==> config.mk <==
export PLATFORM = sky130hd
export DESIGN_NAME = pit_timer
export DESIGN_NICKNAME = d
export VERILOG_FILES = /design/src/rtl/pit_pkg.sv /design/src/rtl/pit_regs.sv /design/src/rtl/pit_core.sv /design/src/rtl/pit_timer.sv
export SDC_FILE = /design/constraint.sdc
export NUM_CORES = 1
export LEC_CHECK = 0
export ABC_AREA = 1
export ABC_CLOCK_PERIOD_IN_PS = 2380
export BUFFER_PORTS_ARGS = -buffer_cell sky130_fd_sc_hd__buf_2
export CAP_MARGIN = 10
export CORE_MARGIN = 4
export CORE_UTILIZATION = 50
export CTS_BUF_LIST = sky130_fd_sc_hd__clkbuf_8
export DETAILED_ROUTE_END_ITERATION = 8
export GPL_TIMING_DRIVEN = 1
export PLACE_DENSITY = 0.67
export RECOVER_POWER = 50
export SYNTH_ARGS = -nofsm -noshare
export SYNTH_HDL_FRONTEND = slang
export SYNTH_HIERARCHICAL = 1
export SYNTH_SLANG_ARGS = --single-unit
export TNS_END_PERCENT = 30
==> constraint.sdc <==
create_clock -name clk -period 2.38 [get_ports clk]
set_clock_uncertainty 0.15 [all_clocks]
set_input_delay 0.119 -clock clk [delete_from_list [all_inputs] [get_ports clk]]
set_output_delay 0.119 -clock clk [all_outputs]
set_load 0.01 [all_outputs]
==> src/rtl/pit_pkg.sv <==
`timescale 1ns/1ps
package pit_pkg;
  localparam int PIT_CH   = 4;
  localparam int PIT_CW   = 32;
  localparam int CHAIN_CH = 1;           // channel that can follow its lower neighbour

  localparam logic [1:0] FLD_LOAD = 2'd0;
  localparam logic [1:0] FLD_CNT  = 2'd1;
  localparam logic [1:0] FLD_CTRL = 2'd2;
  localparam logic [1:0] FLD_FLAG = 2'd3;

  localparam int CB_RUN   = 0;
  localparam int CB_IE    = 1;
  localparam int CB_CHAIN = 2;

  typedef struct packed {
    logic [PIT_CH-1:0] run;      // channel enabled and block not halted
    logic [PIT_CH-1:0] flagClr;  // write-one-to-clear pulse
    logic              chain;    // upper channel follows lower channel wraps
  } pit_strobe_t;
endpackage

==> src/rtl/pit_regs.sv <==
`timescale 1ns/1ps
module pit_regs
  import pit_pkg::*;
#(
  parameter int AW = 6
) (
  input  logic                          clk,
  input  logic                          rstN,
  input  logic                          wrEn,
  input  logic [AW-1:0]                 addr,
  input  logic [PIT_CW-1:0]             wdata,
  input  logic [PIT_CH-1:0][PIT_CW-1:0] count,
  input  logic [PIT_CH-1:0]             flag,
  output logic [PIT_CW-1:0]             rdata,
  output logic [PIT_CH-1:0][PIT_CW-1:0] loadVal,
  output logic [PIT_CH-1:0]             intEn,
  output pit_strobe_t                   strb
);
  localparam int GW = AW - 2;

  logic [GW-1:0]     grp;
  logic [1:0]        fld;
  logic              haltQ;
  logic              chainQ;
  logic [PIT_CH-1:0] runEnQ;

  assign grp = addr[AW-1:2];
  assign fld = addr[1:0];

  always_ff @(posedge clk or negedge rstN) begin
    if (!rstN) begin
      haltQ   <= 1'b1;
      chainQ  <= 1'b0;
      runEnQ  <= '0;
      intEn   <= '0;
      loadVal <= '0;
    end else if (wrEn) begin
      if (grp == '0 && fld == 2'd0) haltQ <= wdata[0];
      for (int c = 0; c < PIT_CH; c++) begin
        if (grp == GW'(c + 1)) begin
          case (fld)
            FLD_LOAD: loadVal[c] <= wdata;
            FLD_CTRL: begin
              runEnQ[c] <= wdata[CB_RUN];
              intEn[c]  <= wdata[CB_IE];
              if (c == CHAIN_CH) chainQ <= wdata[CB_CHAIN];
            end
            default: ;
          endcase
        end
      end
    end
  end

  always_comb begin
    strb.run   = runEnQ & {PIT_CH{~haltQ}};
    strb.chain = chainQ;
    for (int c = 0; c < PIT_CH; c++)
      strb.flagClr[c] = wrEn && (grp == GW'(c + 1)) && (fld == FLD_FLAG) && wdata[0];
  end

  always_comb begin
    rdata = '0;
    if (grp == '0 && fld == 2'd0) rdata[0] = haltQ;
    for (int c = 0; c < PIT_CH; c++) begin
      if (grp == GW'(c + 1)) begin
        case (fld)
          FLD_LOAD: rdata = loadVal[c];
          FLD_CNT:  rdata = count[c];
          FLD_CTRL: begin
            rdata[CB_RUN]   = runEnQ[c];
            rdata[CB_IE]    = intEn[c];
            rdata[CB_CHAIN] = (c == CHAIN_CH) ? chainQ : 1'b0;
          end
          default:  rdata[0] = flag[c];
        endcase
      end
    end
  end
endmodule

==> src/rtl/pit_core.sv <==
`timescale 1ns/1ps
module pit_core
  import pit_pkg::*;
(
  input  logic                          clk,
  input  logic                          rstN,
  input  pit_strobe_t                   strb,
  input  logic [PIT_CH-1:0][PIT_CW-1:0] loadVal,
  output logic [PIT_CH-1:0][PIT_CW-1:0] count,
  output logic [PIT_CH-1:0]             flag
);
  localparam int BASE_CH = CHAIN_CH - 1;

  logic [PIT_CH-1:0] running;
  logic              baseWrap;

  // zero event of the lower channel of the chained pair
  assign baseWrap = strb.run[BASE_CH] & running[BASE_CH] & (count[BASE_CH] == '0);

  for (genvar g = 0; g < PIT_CH; g++) begin : g_ch
    logic              tick;
    logic              wrap;
    logic [PIT_CW-1:0] cntQ;
    logic              runQ;
    logic              flagQ;

    if (g == CHAIN_CH) begin : g_linked
      assign tick = strb.chain ? baseWrap : 1'b1;
    end else begin : g_free
      assign tick = 1'b1;
    end

    assign wrap = strb.run[g] & runQ & tick & (cntQ == '0);

    always_ff @(posedge clk or negedge rstN) begin
      if (!rstN) begin
        cntQ  <= '0;
        runQ  <= 1'b0;
        flagQ <= 1'b0;
      end else begin
        runQ <= strb.run[g];
        if (strb.run[g] && !runQ)      cntQ <= loadVal[g];
        else if (strb.run[g] && tick)  cntQ <= wrap ? loadVal[g] : cntQ - 1'b1;
        flagQ <= wrap | (flagQ & ~strb.flagClr[g]);
      end
    end

    assign count[g]   = cntQ;
    assign running[g] = runQ;
    assign flag[g]    = flagQ;
  end
endmodule

==> src/rtl/pit_timer.sv <==
`timescale 1ns/1ps
module pit_timer
  import pit_pkg::*;
#(
  parameter int AW = 6
) (
  input  logic              clk,
  input  logic              rstN,
  input  logic              wrEn,
  input  logic [AW-1:0]     addr,
  input  logic [PIT_CW-1:0] wdata,
  output logic [PIT_CW-1:0] rdata,
  output logic [PIT_CH-1:0] irq
);
  pit_strobe_t                   strb;
  logic [PIT_CH-1:0][PIT_CW-1:0] loadVal;
  logic [PIT_CH-1:0][PIT_CW-1:0] count;
  logic [PIT_CH-1:0]             flag;
  logic [PIT_CH-1:0]             intEn;

  pit_regs #(.AW(AW)) u_regs (
    .clk(clk), .rstN(rstN), .wrEn(wrEn), .addr(addr), .wdata(wdata),
    .count(count), .flag(flag), .rdata(rdata),
    .loadVal(loadVal), .intEn(intEn), .strb(strb)
  );

  pit_core u_core (
    .clk(clk), .rstN(rstN), .strb(strb), .loadVal(loadVal),
    .count(count), .flag(flag)
  );

  assign irq = flag & intEn;
endmodule

==> flow_results.xml <==
<?xml version="1.0" encoding="UTF-8"?>
<metrics>
  <group name="sta">
    <metric name="totalNegativeSetupSlack" unit="ns">-0.237</metric>
    <metric name="slew_viol_final" unit="">0</metric>
    <metric name="relSlewSlack" unit="%">24.5</metric>
    <metric name="post-route-worst-setup-slack" unit="ns">-0.0699</metric>
    <metric name="tightest_slew" unit="ns">1.13</metric>
    <metric name="final.period_utilization" unit="%">103</metric>
    <metric name="setup-violations-final" unit="">18</metric>
    <metric name="period_minus_slack" unit="ns">2.45</metric>
    <metric name="report.final.hold_viol_count" unit="">0</metric>
    <metric name="unrepaired_setup_endpoints_after_global_routing" unit="">true</metric>
    <metric name="fmaxAchievable" unit="GHz">0.408</metric>
  </group>
  <group name="synth">
    <metric name="post-synth-top-area-cell" unit="">sky130_fd_sc_hd__dfrtp_1</metric>
    <metric name="ys.flop_type" unit="">sky130_fd_sc_hd__dfrtp_1</metric>
    <metric name="post_synth.cell_area_avg" unit="µm²">6.74</metric>
    <metric name="synth.top_cell.area_share" unit="%">39.7</metric>
    <metric name="yosys.cell_types.count" unit="">39</metric>
    <metric name="synth.most_common_cell" unit="">sky130_fd_sc_hd__nand2_1</metric>
    <metric name="post_synth_most_frequent_cells" unit="">sky130_fd_sc_hd__nand2_1, sky130_fd_sc_hd__dfrtp_1, sky130_fd_sc_hd__nor2_1</metric>
    <metric name="syn-cell-area" unit="µm²">17200</metric>
    <metric name="synth_seq_area_share" unit="%">39.9</metric>
    <metric name="synth_edf_count" unit="">0</metric>
    <metric name="share_of_flip_flops_with_an_asynchronous_set_or_reset" unit="%">100</metric>
    <metric name="postSynthCellCount" unit="">2553</metric>
    <metric name="synth_seq_cells" unit="">274</metric>
    <metric name="post_synth_main_area_contributors" unit="">sky130_fd_sc_hd__dfrtp_1, sky130_fd_sc_hd__nand2_1, sky130_fd_sc_hd__nor2_1</metric>
    <metric name="synth_fp_nets" unit="">2598</metric>
    <metric name="ys_warn_count" unit="">6</metric>
  </group>
  <group name="clocking">
    <metric name="clkLatencyLatePin" unit="ns">0.59</metric>
    <metric name="ctsLongestPathBuffers" unit="">3</metric>
    <metric name="cts.clk_slew.worst_paths" unit="ns">0.07</metric>
    <metric name="cts-root-buf" unit="">sky130_fd_sc_hd__clkbuf_8</metric>
    <metric name="clock-sinks" unit="">274</metric>
    <metric name="tritoncts" unit="">done</metric>
    <metric name="htree_num_levels" unit="">2</metric>
    <metric name="cts-buffers-inserted" unit="">50</metric>
  </group>
  <group name="final_layout">
    <metric name="multiInputGateArea" unit="µm²">9060</metric>
    <metric name="ff_latch_area" unit="µm²">6860</metric>
    <metric name="nets" unit="">2727</metric>
    <metric name="nFillCells" unit="">3309</metric>
    <metric name="layout-drive-gt1-share" unit="%">11.2</metric>
    <metric name="area.growth.synth_to_final" unit="%">15.7</metric>
    <metric name="stdcell_count" unit="">3172</metric>
  </group>
  <group name="drt">
    <metric name="detailedRoute.firstPassIterationCount" unit="">5</metric>
    <metric name="remaining_drc_errors" unit="">0</metric>
    <metric name="average_via_count_per_standard_cell" unit="">5.46</metric>
    <metric name="number_of_drc_markers_in_iteration_0" unit="">1428</metric>
    <metric name="drt_total_wl" unit="µm">59600</metric>
    <metric name="num_vias" unit="">17300</metric>
    <metric name="postRouteAntennaNets" unit="">0</metric>
    <metric name="detail_route.wl_per_cell" unit="µm">18.8</metric>
  </group>
  <group name="place">
    <metric name="dpl.cell_count" unit="">3032</metric>
    <metric name="number_of_buffer_cells_added_on_primary_ports" unit="">76</metric>
    <metric name="gpl_wtd_cong" unit="">0.990</metric>
    <metric name="dpl_worst_slack" unit="ns">0.0736</metric>
    <metric name="detailed_place_hpwl" unit="µm">42700</metric>
  </group>
  <group name="die">
    <metric name="area_of_the_die" unit="µm²">37400</metric>
    <metric name="die_width" unit="µm">193</metric>
    <metric name="std_cell_rows" unit="">67</metric>
    <metric name="die_h" unit="µm">193</metric>
    <metric name="design.core.area" unit="µm²">33700</metric>
    <metric name="floorplan.initialDensity" unit="%">51.0</metric>
    <metric name="io_pins" unit="">77</metric>
  </group>
  <group name="pwr">
    <metric name="ir_worst_vdd" unit="mV">0.634</metric>
    <metric name="power.share.switching" unit="%">42.6</metric>
    <metric name="power.switching" unit="µW">8770</metric>
    <metric name="p_leak" unit="µW">0.0104</metric>
    <metric name="power_frac_seq" unit="%">35.1</metric>
    <metric name="power_per_cell_area" unit="nW/µm²">1030</metric>
    <metric name="share_of_power_burned_in_combinational_logic" unit="%">40.7</metric>
    <metric name="power.share.clock" unit="%">24.2</metric>
    <metric name="p_int" unit="µW">11800</metric>
  </group>
  <group name="critical_path">
    <metric name="critPathMaxFanout" unit="">21</metric>
    <metric name="crit_required" unit="ns">2.71</metric>
    <metric name="worst_setup_path_start_kind" unit="">flop</metric>
    <metric name="critical_path_class" unit="">reg2reg</metric>
    <metric name="crit_arrival" unit="ns">2.78</metric>
    <metric name="setup.worst_path.end_class" unit="">flop</metric>
    <metric name="rrSetupSlack" unit="ns">-0.07</metric>
  </group>
  <group name="global_route">
    <metric name="antenna_found_initial" unit="">1</metric>
    <metric name="grt_first_pass_wirelength" unit="µm">94800</metric>
    <metric name="gr-usage-all-layers" unit="%">31.4</metric>
    <metric name="globalRoute.totalOverflow" unit="">0</metric>
    <metric name="first_global_vias" unit="">16600</metric>
    <metric name="largest_net_degree_at_the_start_of_global_routing" unit="">73</metric>
  </group>
  <group name="run_status">
    <metric name="outcome" unit="">finished, violations left</metric>
    <metric name="violated_checks" unit="">setup timing</metric>
  </group>
  <group name="hold_path">
    <metric name="worst_hold_path_type" unit="">in2reg</metric>
  </group>
  <group name="flow_run">
    <metric name="maxcap_violations" unit="">0</metric>
  </group>
</metrics>
## timing repair
action	in CTS	in global routing
setup buffers	0	0
resized for setup	0	14
hold endpoints to repair	415	0
hold buffers	46	0
endpoints found under the setup margin	0	49
## through the flow
| step | hold slack, ns | cell area [µm²] | util (%) | total power (µW) |
|---|---|---|---|---|
| after floorplan | -0.327 | 17200 | - | 12900 |
| after global placement | -0.0864 | 18300 | 54.4 | 15300 |
| after detailed placement | -0.0882 | 18300 | 54.4 | 15400 |
| after CTS | 0.0987 | 19900 | 59.2 | 20500 |
| after global routing | 0.201 | 19900 | 59.0 | 22200 |
| final | 0.132 | 19900 | 59.0 | 20600 |
## routing by layer
layer / global-route usage [%] / wire length, µm
met1: 44.3 / 25300
met3: 4.94 / 4970
met4: 12.5 / 2600
met2: 48.9 / 26700
met5: 0 / 11
## flip-flops by register name (all words and copies together), names as in the netlist
signal and flops:
u_regs/haltQ 1, u_regs/loadVal 128, u_core/g_ch.flagQ 4, u_regs/chainQ 1, u_core/g_ch.runQ 4, u_regs/intEn 4, u_regs/runEnQ 4, u_core/g_ch.cntQ 128
## power by group through the flow
stage	Clock (µW)	Sequential [µW]	Combinational, µW
final	4970	7230	8380
after global routing	5300	7420	9460
after CTS	5060	7200	8260
after detailed placement	0	7260	8140
after global placement	0	7240	8010
after floorplan	0	6860	6040
## path summary, 6_finish.rpt
path | from | depth (start not counted) | end
max | u_regs/haltQ | 8 | u_core/g_ch[0].cntQ[24]
min | addr[0] | 5 | u_core/g_ch[3].flagQ
max reg2reg | u_regs/haltQ | 8 | u_core/g_ch[0].cntQ[24]
min reg2reg | u_regs/loadVal[33] | 2 | u_regs/loadVal[33]
max in group asynchronous | rstN | 4 | u_regs/loadVal[58]
min in group asynchronous | rstN | 4 | u_regs/loadVal[104]
## cells by family after synthesis
kind of cell             share of synthesized area (%)
AND/OR/NAND/NOR                                   37.5
XOR/XNOR                                          5.30
buffers and inverters                             7.73
AO/OA/AOI/OAI                                     9.33
adder cells (fa/ha/maj)                          0.291
flip-flops                                        39.9
## cell type report
type                       count  area share, %
clock buffer                  67           4.64
antenna                        1         0.0126
timing repair buffer         203           8.18
inverter                     175           3.35
tap                          448           2.82
clock inverter                26          0.988
sequential                   274           34.5
multi-input combinational   1978           45.5
## cell usage in the layout (no fill, tap or decap), drive strengths merged, types with 2 or more instances in the layout
master          n
nand4          43
clkbuf         74
or2            10
xnor2          27
inv           186
clkinv          8
o211ai         26
buf           151
a21oi           8
nor2          287
clkinvlp        4
dfrtp         273
o22ai          24
xor2           77
dlygate4sd3    45
ha              4
bufinv          3
nand2        1043
nor3           15
nand3b          3
o21ai         239
nand3         166
and2            2
## worst max-delay path, stage by stage, from the launching register on
cell and delay, ns:
sky130_fd_sc_hd__dfstp_2 0.45, sky130_fd_sc_hd__nor2_2 0.26, sky130_fd_sc_hd__nand3_1 0.14, sky130_fd_sc_hd__nor3_1 0.39
sky130_fd_sc_hd__nand2_2 0.22, sky130_fd_sc_hd__o21ai_2 0.12, sky130_fd_sc_hd__buf_4 0.28, sky130_fd_sc_hd__o21ai_0 0.13
sky130_fd_sc_hd__o21ai_0 0.20
Power figures use the tool's default switching activity.
